`src/rtl/seqspi_pkg.sv`:
```
package seqspi_pkg;
   localparam int WORD_W = 64;
   localparam int BYTES  = WORD_W / 8;
   localparam int DIV_W  = 12;
   localparam int ADDR_W = 3;

   localparam logic [ADDR_W-1:0] A_PROG = 3'd0;
   localparam logic [ADDR_W-1:0] A_CLK  = 3'd1;
   localparam logic [ADDR_W-1:0] A_TXD  = 3'd2;
   localparam logic [ADDR_W-1:0] A_RXD  = 3'd3;
   localparam logic [ADDR_W-1:0] A_STAT = 3'd4;

   // status bit positions
   localparam int SB_RXFULL = 63;
   localparam int SB_RXOVR  = 62;
   localparam int SB_RXUND  = 61;
   localparam int SB_TXFULL = 59;
   localparam int SB_TXOVR  = 58;
   localparam int SB_TXUND  = 57;
   localparam int SB_STLO   = 48;
   localparam int SB_ERRLO  = 21;

   typedef enum logic [7:0] {
      S_IDLE  = 8'h01,
      S_FETCH = 8'h02,
      S_OWAIT = 8'h04,
      S_ORUN  = 8'h08,
      S_IGO   = 8'h10,
      S_IRUN  = 8'h20
   } seq_st_t;
endpackage

```
`src/rtl/seqspi_bitshift.sv`:
```
module seqspi_bitshift #(
   parameter int DIV_W = 12
) (
   input  logic             clk,
   input  logic             rst_n,
   input  logic             abort,
   input  logic             start,
   input  logic [7:0]       tx_byte,
   input  logic [DIV_W-1:0] div,
   input  logic             miso,
   output logic             sclk,
   output logic             mosi,
   output logic             busy,
   output logic             done,
   output logic [7:0]       rx_byte
);
   logic [DIV_W-1:0] tick;
   logic [2:0]       bits;
   logic [7:0]       sh;
   logic [7:0]       rsh;

   always_ff @(posedge clk or negedge rst_n) begin
      if (!rst_n) begin
         tick <= '0;
         bits <= '0;
         sh   <= '0;
         rsh  <= '0;
         sclk <= 1'b0;
         busy <= 1'b0;
         done <= 1'b0;
      end else begin
         done <= 1'b0;
         if (abort) begin
            busy <= 1'b0;
            sclk <= 1'b0;
            tick <= '0;
            sh   <= '0;
         end else if (start && !busy) begin
            busy <= 1'b1;
            sh   <= tx_byte;
            tick <= '0;
            bits <= '0;
            sclk <= 1'b0;
         end else if (busy) begin
            if (tick == div) begin
               tick <= '0;
               if (!sclk) begin
                  sclk <= 1'b1;
                  rsh  <= {rsh[6:0], miso};
               end else begin
                  sclk <= 1'b0;
                  if (bits == 3'd7) begin
                     busy <= 1'b0;
                     done <= 1'b1;
                     sh   <= '0;
                  end else begin
                     bits <= bits + 3'd1;
                     sh   <= {sh[6:0], 1'b0};
                  end
               end
            end else begin
               tick <= tick + 1'b1;
            end
         end
      end
   end

   assign mosi    = sh[7];
   assign rx_byte = rsh;
endmodule

```
`src/rtl/seqspi_csdec.sv`:
```
module seqspi_csdec #(
   parameter int NUM_CS = 4
) (
   input  logic [3:0]        sel,
   output logic [NUM_CS-1:0] cs_n
);
   for (genvar i = 0; i < NUM_CS; i++) begin : g_cs
      assign cs_n[i] = (sel != 4'(i + 1));
   end
endmodule

```
`src/rtl/seqspi_rxreg.sv`:
```
module seqspi_rxreg #(
   parameter int WORD_W = 64
) (
   input  logic              clk,
   input  logic              rst_n,
   input  logic              flush,
   input  logic              clr_flags,
   input  logic              acc_clr,
   input  logic              push,
   input  logic              last,
   input  logic [7:0]        byte_in,
   input  logic              pop,
   output logic [WORD_W-1:0] word,
   output logic              full,
   output logic              ovr,
   output logic              und
);
   logic [WORD_W-1:0] acc;
   logic [WORD_W-1:0] acc_nx;

   assign acc_nx = {acc[WORD_W-9:0], byte_in};

   always_ff @(posedge clk or negedge rst_n) begin
      if (!rst_n) begin
         acc  <= '0;
         word <= '0;
         full <= 1'b0;
         ovr  <= 1'b0;
         und  <= 1'b0;
      end else begin
         if (flush) begin
            acc  <= '0;
            full <= 1'b0;
         end else begin
            if (acc_clr)   acc <= '0;
            else if (push) acc <= acc_nx;
            if (pop && !full) und <= 1'b1;
            if (push && last) begin
               if (full && !pop) ovr <= 1'b1;
               else begin
                  word <= acc_nx;
                  full <= 1'b1;
               end
            end else if (pop) begin
               full <= 1'b0;
            end
         end
         if (clr_flags) begin
            ovr <= 1'b0;
            und <= 1'b0;
         end
      end
   end
endmodule

```
`src/rtl/seqspi_engine.sv`:
```
module seqspi_engine
   import seqspi_pkg::*;
#(
   parameter int NUM_CS = 4,
   parameter int MAX_IN = 8
) (
   input  logic              clk,
   input  logic              rst_n,
   input  logic              host_we,
   input  logic              host_re,
   input  logic [ADDR_W-1:0] host_addr,
   input  logic [WORD_W-1:0] host_wdata,
   output logic [WORD_W-1:0] host_rdata,
   output logic              sclk,
   output logic              mosi,
   input  logic              miso,
   output logic [NUM_CS-1:0] cs_n
);
   if (NUM_CS < 1 || NUM_CS > 15) begin : g_bad_cs
      $error("NUM_CS must be 1..15");
   end
   if (MAX_IN < 1 || MAX_IN > BYTES) begin : g_bad_in
      $error("MAX_IN must be 1..BYTES");
   end

   seq_st_t           st;
   logic [WORD_W-1:0] prog_q;
   logic [WORD_W-1:0] cfg_q;
   logic [WORD_W-1:0] tx_word;
   logic              tx_full;
   logic [2:0]        tx_idx;
   logic [3:0]        cs_sel;
   logic [3:0]        cnt;
   logic              did_out;
   logic              armed;
   logic              tx_ovr;
   logic              tx_und;
   logic [2:0]        err;

   logic [7:0] op;
   logic       wr_cfg, wr_stat, wr_tx, step1, step2, soft_rst;
   logic       sh_start, sh_done, sh_busy;
   logic [7:0] sh_tx, sh_rx;
   logic       rx_push, rx_last, rx_commit, rx_pop, acc_clr;
   logic       rx_full, rx_ovr, rx_und;
   logic [WORD_W-1:0] rx_word;
   logic [WORD_W-1:0] stat_w;

   assign op       = prog_q[WORD_W-1 -: 8];
   assign wr_cfg   = host_we && (host_addr == A_CLK);
   assign wr_stat  = host_we && (host_addr == A_STAT);
   assign wr_tx    = host_we && (host_addr == A_TXD);
   assign step1    = (host_wdata[39:36] == 4'b0101);
   assign step2    = (host_wdata[39:36] == 4'b1010);
   assign soft_rst = wr_cfg && step2 && armed;

   assign sh_start  = ((st == S_OWAIT) && tx_full) || (st == S_IGO);
   assign sh_tx     = (st == S_OWAIT) ? tx_word[8*(7-tx_idx) +: 8] : 8'h00;
   assign rx_push   = (st == S_IRUN) && sh_done;
   assign rx_last   = (cnt == 4'd1);
   assign rx_commit = rx_push && rx_last;
   assign rx_pop    = host_re && (host_addr == A_RXD);
   assign acc_clr   = (st == S_FETCH) && (op[7:4] == 4'h4);

   seqspi_bitshift #(.DIV_W(DIV_W)) u_shift (
      .clk     (clk),
      .rst_n   (rst_n),
      .abort   (soft_rst),
      .start   (sh_start),
      .tx_byte (sh_tx),
      .div     (cfg_q[WORD_W-1 -: DIV_W]),
      .miso    (miso),
      .sclk    (sclk),
      .mosi    (mosi),
      .busy    (sh_busy),
      .done    (sh_done),
      .rx_byte (sh_rx)
   );

   seqspi_rxreg #(.WORD_W(WORD_W)) u_rx (
      .clk       (clk),
      .rst_n     (rst_n),
      .flush     (soft_rst),
      .clr_flags (wr_stat),
      .acc_clr   (acc_clr),
      .push      (rx_push),
      .last      (rx_last),
      .byte_in   (sh_rx),
      .pop       (rx_pop),
      .word      (rx_word),
      .full      (rx_full),
      .ovr       (rx_ovr),
      .und       (rx_und)
   );

   seqspi_csdec #(.NUM_CS(NUM_CS)) u_cs (
      .sel  (cs_sel),
      .cs_n (cs_n)
   );

   always_ff @(posedge clk or negedge rst_n) begin
      if (!rst_n) begin
         st      <= S_IDLE;
         prog_q  <= '0;
         cfg_q   <= '0;
         tx_word <= '0;
         tx_full <= 1'b0;
         tx_idx  <= '0;
         cs_sel  <= '0;
         cnt     <= '0;
         did_out <= 1'b0;
         armed   <= 1'b0;
         tx_ovr  <= 1'b0;
         tx_und  <= 1'b0;
         err     <= '0;
      end else begin
         if (wr_cfg) begin
            cfg_q <= host_wdata;
            armed <= step1;
         end
         if (soft_rst) begin
            st      <= S_IDLE;
            cs_sel  <= '0;
            tx_full <= 1'b0;
            tx_idx  <= '0;
         end else begin
            case (st)
               S_IDLE: if (host_we && host_addr == A_PROG) begin
                  prog_q  <= host_wdata;
                  did_out <= 1'b0;
                  st      <= S_FETCH;
               end
               S_FETCH: begin
                  prog_q <= prog_q << 8;
                  case (op[7:4])
                     4'h0: begin
                        if (op[3:0] != 4'h0) begin
                           err[0] <= 1'b1;
                           cs_sel <= '0;
                        end
                        st <= S_IDLE;
                     end
                     4'h1: cs_sel <= op[3:0];
                     4'h3: if (op[3:0] != 4'h0) begin
                        cnt     <= op[3:0];
                        did_out <= 1'b1;
                        st      <= S_OWAIT;
                     end
                     4'h4: begin
                        if (!did_out) begin
                           err[1] <= 1'b1;
                           cs_sel <= '0;
                           st     <= S_IDLE;
                        end else if (op[3:0] > 4'(MAX_IN)) begin
                           err[2] <= 1'b1;
                           cs_sel <= '0;
                           st     <= S_IDLE;
                        end else if (op[3:0] != 4'h0) begin
                           cnt <= op[3:0];
                           st  <= S_IGO;
                        end
                     end
                     default: begin
                        err[0] <= 1'b1;
                        cs_sel <= '0;
                        st     <= S_IDLE;
                     end
                  endcase
               end
               S_OWAIT: begin
                  if (tx_full) st <= S_ORUN;
                  else         tx_und <= 1'b1;
               end
               S_ORUN: if (sh_done) begin
                  cnt <= cnt - 4'd1;
                  if (cnt == 4'd1) begin
                     tx_full <= 1'b0;
                     tx_idx  <= '0;
                     st      <= S_FETCH;
                  end else if (tx_idx == 3'd7) begin
                     tx_full <= 1'b0;
                     tx_idx  <= '0;
                     st      <= S_OWAIT;
                  end else begin
                     tx_idx <= tx_idx + 3'd1;
                     st     <= S_OWAIT;
                  end
               end
               S_IGO: st <= S_IRUN;
               S_IRUN: if (sh_done) begin
                  cnt <= cnt - 4'd1;
                  st  <= (cnt == 4'd1) ? S_FETCH : S_IGO;
               end
               default: st <= S_IDLE;
            endcase
         end
         if (wr_tx) begin
            if (tx_full) tx_ovr <= 1'b1;
            else if (!soft_rst) begin
               tx_word <= host_wdata;
               tx_full <= 1'b1;
            end
         end
         if (wr_stat) begin
            tx_ovr <= 1'b0;
            tx_und <= 1'b0;
            err    <= '0;
         end
      end
   end

   always_comb begin
      stat_w = '0;
      stat_w[SB_RXFULL] = rx_full;
      stat_w[SB_RXOVR]  = rx_ovr;
      stat_w[SB_RXUND]  = rx_und;
      stat_w[SB_TXFULL] = tx_full;
      stat_w[SB_TXOVR]  = tx_ovr;
      stat_w[SB_TXUND]  = tx_und;
      stat_w[SB_STLO +: 8]  = st;
      stat_w[SB_ERRLO +: 3] = err;
   end

   always_comb begin
      case (host_addr)
         A_PROG:  host_rdata = prog_q;
         A_CLK:   host_rdata = cfg_q;
         A_TXD:   host_rdata = tx_word;
         A_RXD:   host_rdata = rx_word;
         A_STAT:  host_rdata = stat_w;
         default: host_rdata = '0;
      endcase
   end
endmodule

```
`config.mk`:
```
export PLATFORM = sky130hd
export DESIGN_NAME = seqspi_engine
export DESIGN_NICKNAME = d
export VERILOG_FILES = /design/src/rtl/seqspi_pkg.sv /design/src/rtl/seqspi_bitshift.sv /design/src/rtl/seqspi_csdec.sv /design/src/rtl/seqspi_rxreg.sv /design/src/rtl/seqspi_engine.sv
export SDC_FILE = /design/constraint.sdc
export NUM_CORES = 1
export LEC_CHECK = 0
export BUFFER_PORTS_ARGS = -buffer_cell sky130_fd_sc_hd__buf_4
export CORE_UTILIZATION = 45
export CTS_CLUSTER_SIZE = 14
export DETAILED_ROUTE_END_ITERATION = 16
export HOLD_SLACK_MARGIN = 0.12
export PLACE_DENSITY = 0.64
export REMOVE_ABC_BUFFERS = 1
export SKIP_LAST_GASP = 1
export SYNTH_ARGS = -nofsm -noshare
export SYNTH_HDL_FRONTEND = slang
export SYNTH_SLANG_ARGS = --single-unit
```
`constraint.sdc`:
```
create_clock -name clk -period 5.07 [get_ports clk]
set_clock_uncertainty 0.05 [all_clocks]
set_input_delay 1.014 -clock clk [delete_from_list [all_inputs] [get_ports clk]]
set_output_delay 1.014 -clock clk [all_outputs]
set_load 0.1 [all_outputs]
```
==> results.ini <==
[status]
status = complete, no violations

[synth]
yosysSeqAreaShare_pct = 53.7
yosysWarnings = 0
muxShareOfSynthArea_pct = 15.8
ys_seq_elements = 374
synth_top_family_by_area = multiplexers
synthXorXnorAreaFrac_pct = 0.905
synth_area_leader_cell = dfrtp_1
synth_edf_count = 0
synth_compound_area_share_pct = 15.5
synth_cell_types = 64
synth_fa_ha_area_share_pct = 0.560
synth-simple-area-share_pct = 10.2
synth_area_sq_um = 17400
synthDominantCellAreaShare_pct = 53.6
ys_top_cells_by_area = dfrtp_1 54%, mux2_2 13%, a22o_1 5.5%
synthArstFlopShare_pct = 100
syn_area_per_cell_sq_um = 11.5
ys.flop_type = dfrtp_1
synthCells = 1515

[sta]
hold_viol = 0
rsz0062_at_grt = no
max_slew_margin_pct = 27.3
period_share_pct = 80.6
fin_ws_ns = 0.983
fmax_mhz = 245
worstMarginPinSlew_ns = 1.08
holdWs_ns = 0.391
period_minus_slack_ns = 4.09
drv_slew = 0
setup_viol = 0

[global_routing]
grt_usage_pct = 26.2
grt_pass1_wl_um = 78700
gr-total-overflow = 0
grt_max_degree = 114
grt_pass1_vias = 13097
antenna_found_initial = 1

[clocking]
cts_made_buffers = 41
cts_resized = 0
h-tree-depth = 2
cts_hold_buf = 0
root_buffer = clkbuf_16
tritoncts = yes
clk_latency_ns = 0.54
cts_buffer_depth = 3
post_cts_buffers = 0
clock-sinks = 374
clk_pin_slew_ns = 0.05

[worst_setup_path]
endpoint_kind = primary output
crit_slowest_cell = buf_4
cp_max_fo = 51
cp_data_required_time_ns = 4.01
critPathArrivalTime_ns = 3.02
cpMostUsedCell = buf_4
max_stage_delay_ns = 0.63
worstPathCellList = buf_4 > clkinv_1 > nor3_2 > buf_4 > a221o_1 > buf_4
critPathKind = in2out
start_kind = input pin

[flow_run]
maxCapViolCount = 0

[detailed_routing]
wl_met3_um = 3060
avgViaCountPerCell = 6.09
wl_um = 50400
top_layer = met4
wl_met1_um = 22400
drc = 0
drtIter0Drc = 1119
vias = 13139
first_pass_iters = 5
routedWlPerCell_um = 23.4
wl_met2_um = 23300
final_antenna_net_count = 0

[power_and_ir_drop]
finalPower_mw = 10.0
p_leak_nw = 9.29
power.density_nw_per_um2 = 492
ir_drop_uv = 280

[die]
rows = 71
io_pins = 142
start_util_pct = 46.0
placeableCoreArea_sq_um = 37800
die_y_um = 199
die_w_um = 199
die-area_sq_um = 39500

[place]
place_congestion = 0.902
dpl.hpwl_um = 32400
place_ws_ns = 1.01
port_buffers = 141

[hold_path]
hold_class = in2async

[cells_and_area]
final_common_cell = dfrtp_1
fin_nets = 1691
syn_to_final_growth_pct = 17.1
drive_gt1_share_pct = 28.4
fin_util_pct = 53.9
final_cell_mix = 372 x dfrtp_1, 197 x mux2_2, 166 x buf_4
num-fill-cells = 3338

critical path: cells and delay by family:
kind            cells  cell delay (ns)
compound gates      1             0.36
simple gates        1             0.19
buf+inv             4             1.41
synthesized netlist by cell type, types with 11 or more instances:
| master | count |
|---|---|
| a21oi_1 | 49 |
| a221o_1 | 49 |
| a22o_1 | 109 |
| a22oi_1 | 14 |
| a31oi_1 | 57 |
| buf_2 | 17 |
| clkbuf_1 | 89 |
| dfrtp_1 | 373 |
| inv_1 | 20 |
| mux2_2 | 197 |
| mux2i_1 | 18 |
| mux4_2 | 16 |
| nand2_1 | 156 |
| nand3_1 | 21 |
| nor2_1 | 118 |
| nor3_1 | 11 |
| o21ai_0 | 25 |
| o22ai_1 | 16 |
| xor2_1 | 14 |
routing by layer:
| metal | global-route usage, % | up-vias |
|---|---|---|
| li1 | - | 5821 |
| met1 | 38.4 | 6769 |
| met2 | 39.9 | 455 |
| met3 | 3.36 | 94 |
| met4 | 9.49 | 0 |
| met5 | 0 | - |
registers in the layout, indices dropped and copies added (netlist names), 8 cells and up:
register and flops:
cfg_q 64, u_rx.word 64, prog_q 64, u_shift.tick 12
u_shift.sh 8, u_rx.acc 56, u_shift.rx_byte 8, tx_word 64
cell type report:
cell class / count / area [sq um] / share of cell area, %
Antenna cell: 1 / 2.50 / 0.0123
Clock buffer: 62 / 1200 / 5.91
Multi-Input combinational cell: 1002 / 7590 / 37.2
Timing Repair Buffer: 172 / 1360 / 6.67
Inverter: 21 / 78.8 / 0.386
Sequential cell: 374 / 9360 / 45.9
Tap cell: 511 / 639 / 3.13
Clock inverter: 13 / 169 / 0.828
kinds of logic after synthesis:
| logic type | Yosys count |
|---|---|
| AOI/OAI and AO/OA | 358 |
| xor gates and xnor gates | 18 |
| adders and majority gates | 8 |
| buffers and inverters | 139 |
| DFF | 374 |
| muxes | 231 |
| and+or+nand+nor | 387 |
path summary, 6_finish.rpt:
| check | slack, ns | to | cells after the start | from |
|---|---|---|---|---|
| worst min register to register | 0.44 | u_shift.bits[0] | 1 | u_shift.bits[0] |
| worst max register to register | 1.45 | cs_sel[2] | 6 | st[3] |
| worst max-delay path | 0.98 | host_rdata[44] | 6 | host_addr[1] |
| worst min-delay path | 0.39 | cfg_q[8] | 1 | rst_n |
| min in group clk | 0.44 | u_shift.bits[0] | 1 | u_shift.bits[0] |
| max in group asynchronous | 3.44 | tx_word[34] | 2 | rst_n |
where the power goes:
part / internal, mW / total, mW / switching [mW]
logic: 1.00 / 2.68 / 1.68
clock network: 1.80 / 3.03 / 1.23
registers: 3.65 / 4.32 / 0.663
stage by stage:
stage               setup TNS, ns  instances  instance area (sq um)
detailed placement              0       2080                  19000
CTS                             0       2155                  20400
global placement                0       2080                  19000
global route                    0       2156                  20400
floorplan                -1105.58       1397                  16900
finish                          0       2156                  20400
Power figures use the tool's default switching activity.
